File: config.mk
export PLATFORM = sky130hd
export DESIGN_NAME = port_bank
export DESIGN_NICKNAME = d
export VERILOG_FILES = /design/src/rtl/port_bank.sv
export SDC_FILE = /design/constraint.sdc
export NUM_CORES = 1
export LEC_CHECK = 0
export ABC_CLOCK_PERIOD_IN_PS = 1100
export BUFFER_PORTS_ARGS = -buffer_cell sky130_fd_sc_hd__buf_4
export CORE_ASPECT_RATIO = 0.8
export CORE_MARGIN = 2
export CORE_UTILIZATION = 48
export DETAILED_ROUTE_END_ITERATION = 6
export PLACE_DENSITY = 0.76
export SETUP_SLACK_MARGIN = 0.5
export SYNTH_ARGS = -nofsm -noshare
export SYNTH_HDL_FRONTEND = slang
export SYNTH_SLANG_ARGS = --single-unit
export TNS_END_PERCENT = 20
File: constraint.sdc
create_clock -name clk -period 1.1 [get_ports clk]
set_input_delay 0.055 -clock clk [delete_from_list [all_inputs] [get_ports clk]]
set_output_delay 0.055 -clock clk [all_outputs]
set_load 0.01 [all_outputs]
File: src/rtl/port_bank.sv
module port_bank #(
  parameter int NPORT   = 16,
  parameter int NSHARED = 9,
  localparam int IW = $clog2(NPORT),
  localparam int AW = IW + 1
) (
  input  logic              clk,
  input  logic              rst_n,
  input  logic              sel,
  input  logic [AW-1:0]     addr,
  input  logic              wr_en,
  input  logic              wr_data,
  input  logic              clk_mode,
  input  logic [NPORT-1:0]  pin_in,
  output logic              rd_hit,
  output logic              rd_data,
  output logic [NPORT-1:0]  pin_out,
  output logic [NPORT-1:0]  pin_oe,
  output logic [NSHARED-1:0] irq_line
);

  logic          wr_acc;
  logic          port_sel;
  logic [IW-1:0] idx;
  logic          soft_rst;

  assign wr_acc   = sel & wr_en;
  assign port_sel = sel & addr[AW-1];
  assign idx      = addr[IW-1:0];
  assign soft_rst = wr_acc & clk_mode & ~wr_data & (addr == AW'(NPORT - 1));

  assign rd_hit  = port_sel;
  assign rd_data = port_sel & pin_in[idx];

  for (genvar g = 0; g < NPORT; g++) begin : g_port
    logic q_out, q_oe;
    logic hit;
    assign hit = wr_acc & addr[AW-1] & (idx == IW'(g));

    always_ff @(posedge clk or negedge rst_n) begin
      if (!rst_n) begin
        q_out <= 1'b0;
        q_oe  <= 1'b0;
      end else if (hit) begin
        q_out <= wr_data;
        q_oe  <= 1'b1;
      end else if (soft_rst) begin
        q_oe  <= 1'b0;
      end
    end

    assign pin_out[g] = q_out;
    assign pin_oe[g]  = q_oe;
  end

  for (genvar k = 0; k < NSHARED; k++) begin : g_shared
    assign irq_line[k] = pin_in[NPORT-1-k];
  end

  a_r2_write_latches: assert property (@(posedge clk) disable iff (!rst_n)
    (sel && wr_en && addr[AW-1]) |=>
      (pin_oe[$past(idx)] && pin_out[$past(idx)] == $past(wr_data)));

  a_r2_single_bit: assert property (@(posedge clk) disable iff (!rst_n)
    (sel && wr_en && addr[AW-1]) |=>
      ($countones(pin_out ^ $past(pin_out)) <= 1));

  a_r3_read_quiet: assert property (@(posedge clk) disable iff (!rst_n)
    (sel && !wr_en) |=> ($stable(pin_out) && $stable(pin_oe)));

  a_r4_oe_sticky: assert property (@(posedge clk) disable iff (!rst_n)
    !(sel && wr_en && clk_mode && !wr_data && addr == AW'(NPORT - 1)) |=>
      ((pin_oe & $past(pin_oe)) == $past(pin_oe)));

  a_r5_soft_clear: assert property (@(posedge clk) disable iff (!rst_n)
    (sel && wr_en && clk_mode && !wr_data && addr == AW'(NPORT - 1)) |=>
      (pin_oe == '0 && $stable(pin_out)));

  a_r7_deselected: assert property (@(posedge clk) disable iff (!rst_n)
    !sel |=> ($stable(pin_out) && $stable(pin_oe)));

  a_r9_low_addr: assert property (@(posedge clk) disable iff (!rst_n)
    (sel && wr_en && !addr[AW-1] && addr != AW'(NPORT - 1)) |=>
      ($stable(pin_out) && $stable(pin_oe)));

  always_comb begin
    if (!sel) a_r7_no_read: assert (!rd_hit && !rd_data);
  end

endmodule

Word-level counts from Yosys, hierarchy flattened
Cells that the tools add are included.
{"block": "op_classes", "magnitude_cmp": 1, "n_eq_ne": 16, "n_mux": 19, "n_bitwise": 24, "reduce_logical": 17}
{"operator": "$eq 4x4->1 const B", "count": 8}
{"operator": "$reduce_bool 2->1", "count": 16}
{"operator": "$and 1x1->1", "count": 23}
{"operator": "$mux 1", "count": 18}
{"operator": "$eq 4x3->1 const B", "count": 4}
{"operator": "$eq 4x2->1 const B", "count": 2}
{"operator": "$eq 5x4->1 const B", "count": 1}
{"operator": "$lt 4x5->1 const B", "count": 1}
{"operator": "$bmux 1 s4", "count": 1}
{"operator": "$eq 4x1->1 const B", "count": 1}
{"operator": "$logic_not 4->1", "count": 1}
{"operator": "$not 1->1", "count": 1}
{"block": "word_totals", "reg_bits": 32, "out_inout_bits": 43}

Depth between registers and ports, before layout
{"block": "depth", "word_depth": 6, "ltp_mapped": 6, "mapped_depth_nobuf": 4}

Worst setup path after synthesis
No wires, ideal clock.
{"block": "synth_timing", "path_kind": "input port to flip-flop", "from": "input sel", "to": "register g_port[3].q_out", "arrival_time_ns": 1.048, "setup_slack_ns": -0.073, "path_stages": 4, "cell_sequence": "and2_0 -> nand4_1 -> nor3_1 -> mux2_2"}
{"block": "synth_between", "elab_chain_cells": 3}
{"item": "from (decl)", "line_no": "9", "rtl": "input logic sel,"}
{"item": "$and 1x1->1", "line_no": "27", "rtl": "assign wr_acc = sel & wr_en;"}
{"item": "$and 1x1->1 (2 in series)", "line_no": "38", "rtl": "assign hit = wr_acc & addr[AW-1] & (idx == IW'(g));"}
{"item": "to (signal assigned)", "line_no": "45", "rtl": "q_out <= wr_data;"}
{"item": "to (decl)", "line_no": "36", "rtl": "logic q_out, q_oe;"}
Every way passes these cells.
A chain may end at the register's enable or synchronous reset.

Worst setup path in the final report
{"block": "layout_timing", "from": "input addr[0]", "to": "output rd_data"}
{"block": "layout_between", "elab_chain_cells": 3}
{"item": "from (decl)", "line_no": "10", "rtl": "input logic [AW-1:0] addr,"}
{"item": "$bmux 1 s4", "line_no": "33", "rtl": "assign rd_data = port_sel & pin_in[idx];"}
{"item": "$mux 1 (implied by the code)", "line_no": "33"}
{"item": "$and 1x1->1", "line_no": "33"}
{"item": "to (decl)", "line_no": "16", "rtl": "output logic rd_data,"}
Every way passes these cells. The select of a mux whose other input is x is not followed.

==> summary.json <==
{
  "worst-endpoint-required_ns": 1.04,
  "via_per_inst": 5.34,
  "yosysUniqueCellTypes": 28,
  "largest_net_degree_at_the_start_of_global_routing": 33,
  "detail_route.wl_per_cell_um": 18.5,
  "initial_cell_density_of_the_core_pct": 51.2,
  "drt-total-wl_um": 4790,
  "post-layout-total-power_uw": 3590,
  "floorplan.io_pins": 70,
  "seq_area_frac_synth_pct": 44.7,
  "asyncSetResetFlopFracSynth_pct": 100,
  "fin_nets": 243,
  "post_synth_inst_count": 156,
  "numCtsBuffers": 5,
  "vias": 1382,
  "place.detailed.hpwl_um": 3030,
  "ir_worst_vdd_mv": 1.08,
  "slowest_delay_ns": 0.49,
  "synth.mux.area_fraction_pct": 14.9,
  "timing.fmax_ghz": 0.840,
  "cts_tree": "yes",
  "worst_r2r_path_depth": 1,
  "chipWidth_um": 72.3,
  "syn_area_per_cell_sq_um": 11.5,
  "wire_length_of_the_first_global_routing_pass_um": 7600,
  "timing.hold.worst_endpoint": "g_port[13].q_out",
  "synth_top_family_by_area": "buffers and inverters",
  "final_min_period_over_clock_period_pct": 108,
  "hold_depth": 3,
  "violated_checks": "negative setup slack",
  "gpl_congestion": 0.803,
  "p_leak_uw": 0.00135,
  "max_slew.worst_pin.slew_ns": 0.313,
  "final.hold.worst_slack_ns": 0.164,
  "placementRows": 19,
  "timing.final.hold_violations": 0,
  "drive_gt1_share_pct": 70.0,
  "slew_headroom_pct": 79.0,
  "ff2ff_setup_slack_ns": 0.31,
  "nature_of_the_critical_path_endpoint": "output port",
  "timing.hold.worst.class": "in -> reg",
  "power_per_cell_area_mw_per_mm2": 1330,
  "cp_cell_sequence": "buf_8, mux4_2, o211ai_1, o22ai_2, buf_4",
  "instances_no_fill": 259,
  "clock_tree_buffer_depth": 2,
  "number_of_max_slew_violations_in_the_final_report": 0,
  "criticalPathCategory": "in -> out",
  "maxCapViolCount": 0,
  "hp-start": "addr[3]",
  "dieArea_sq_mm": 0.00424,
  "ctsRootBufferMaster": "clkbuf_8",
  "cp.arrival_ns": 1.14,
  "drt-pass1-iter-count": 4,
  "first_global_vias": 1494,
  "setup.worst_path.start_class": "input pin",
  "clkLatencyLatePin_ns": 0.29,
  "synthFlopType": "dfrtp_1",
  "r2r-end": "g_port[7].q_out",
  "synth_adder_area_share_pct": 0,
  "track_usage_pct": 24.2,
  "setup-violations-final": 1,
  "grt_setup_unrepaired": "yes",
  "port_buffers": 69,
  "antenna_left": 0,
  "synth_simple_gate_area_share_pct": 12.2,
  "master_of_the_slowest_instance_on_the_critical_path": "mux4_2",
  "area_growth_synth_to_finish_pct": 50.8,
  "num_antenna_cells": 0,
  "commonest_cells_after_routing_fill_and_taps_aside": "52 x buf_4, 43 x buf_6, 32 x dfrtp_1, 10 x mux2_4, 9 x a22o_1",
  "synth-warning-count": 0,
  "synth_enable_flop_cells": 0,
  "fillers": 200,
  "syn_area_sq_mm": 0.00179,
  "synth_xor_xnor_area_share_pct": 0,
  "dp.cells": 241,
  "synth_area_in_compound_gates_pct": 8.87,
  "rr_startpoint": "g_port[7].q_out",
  "vert_die_dim_um": 58.6,
  "critical_path_peak_fanout": 4,
  "core_region_area_sq_mm": 0.00349,
  "cts_max_level": 2,
  "fin_crit_period_ns": 1.19,
  "clk_transition_reported_paths_ns": 0.06,
  "final.setup_skew_ns": 0,
  "finalWorstSetupSlack_ns": -0.0907,
  "grt.overflow.total": 0,
  "layout.cells.most_common": "buf_4",
  "outcome": "finished with violations",
  "antenna_violations_before_repair": 0,
  "cts_sinks": 32,
  "synthesis.nets": 183,
  "ys_ff_latch": 32,
  "first_iter_violations": 72,
  "drt_drc_violations_left": 0
}
where the power goes:
part           leakage (uW)  switching (uW)  internal, uW
logic              0.000888             416           721
clock network     0.0000510             433           498
registers          0.000414             150          1370
total               0.00135             999          2590
final cells by class:
cell class                      count  area [sq um]  share of cell area, %
Tap cell                           42          52.6                   1.95
Clock buffer                        6          82.6                   3.06
Sequential cell                    32           801                   29.7
Clock inverter                      2          10.0                  0.371
Timing Repair Buffer              100           945                   35.0
Multi-Input combinational cell     77           810                   30.0
synth_stat cells, types with 2 or more instances:
cell type,number,area [sq um]
nor2b_1,4,25.0
dfrtp_1,32,801
nand4_1,2,12.5
mux2i_1,3,30.0
buf_4,42,315
a21bo_2,2,20.0
nor3b_4,2,37.5
nand2b_1,2,12.5
nor2_1,3,11.3
nand3_1,4,20.0
a22o_1,9,78.8
buf_2,3,15.0
mux2_2,17,191
nand2_1,11,41.3
nand3b_1,2,15.0
a21o_1,5,37.5
mux4_2,2,45.0
worst max-delay path, delay by kind of cell:
| kind | cells | cell delay, ns |
|---|---|---|
| multiplexers | 1 | 0.49 |
| buffers and inverters | 2 | 0.25 |
| AO/OA/AOI/OAI | 2 | 0.35 |
sequential cells by signal, summed over array words and instances, names as in the netlist:
signal and count:
g_port.q_out 16, g_port.q_oe 16
cells by family (layout without fill, tap and decap cells):
family / Yosys count / count (layout)
buf+inv: 47 / 108
mux: 22 / 22
compound gates: 19 / 19
simple gates: 36 / 36
flops: 32 / 32
metal layers:
metal  global-route usage [%]  share of wire (%)  vias to the layer above
met5                        0                  0                        -
met4                     11.3                1.8                        0
met3                     5.48                4.0                        9
met2                     39.7                 52                       43
met1                     30.6                 42                      702
li1                         -                  -                      628
worst max-delay path by stage:
stage	to	slack [ns]	start
CTS	rd_data	-0.07	addr[0]
detailed placement	rd_data	-0.15	addr[0]
global route	rd_data	-0.13	addr[0]
finish	rd_data	-0.09	addr[0]
global placement	rd_data	-0.16	addr[0]
floorplan	rd_data	0.08	addr[0]
through the flow:
stage          setup slack (ns)  cell area [sq um]  TNS (ns)  utilization [%]
2_1_floorplan            0.0825               1870         0                -
3_3_place_gp             -0.160               2220     -2.04             63.7
3_5_place_dp             -0.147               2220     -3.03             63.7
4_1_cts                 -0.0652               2640   -0.0652             75.5
5_1_grt                  -0.127               2700    -0.127             77.3
6_report                -0.0907               2700   -0.0907             77.3
repair_timing:
| item | in CTS | in global routing |
|---|---|---|
| pin swaps | 16 | 13 |
| resized for setup | 70 | 7 |
| setup buffers | 5 | 4 |
| gates cloned | 0 | 0 |
| hold endpoints to repair | 32 | 0 |
| hold buffers | 1 | 0 |
| endpoints found under the setup margin | 66 | 98 |
Power figures use the tool's default switching activity.
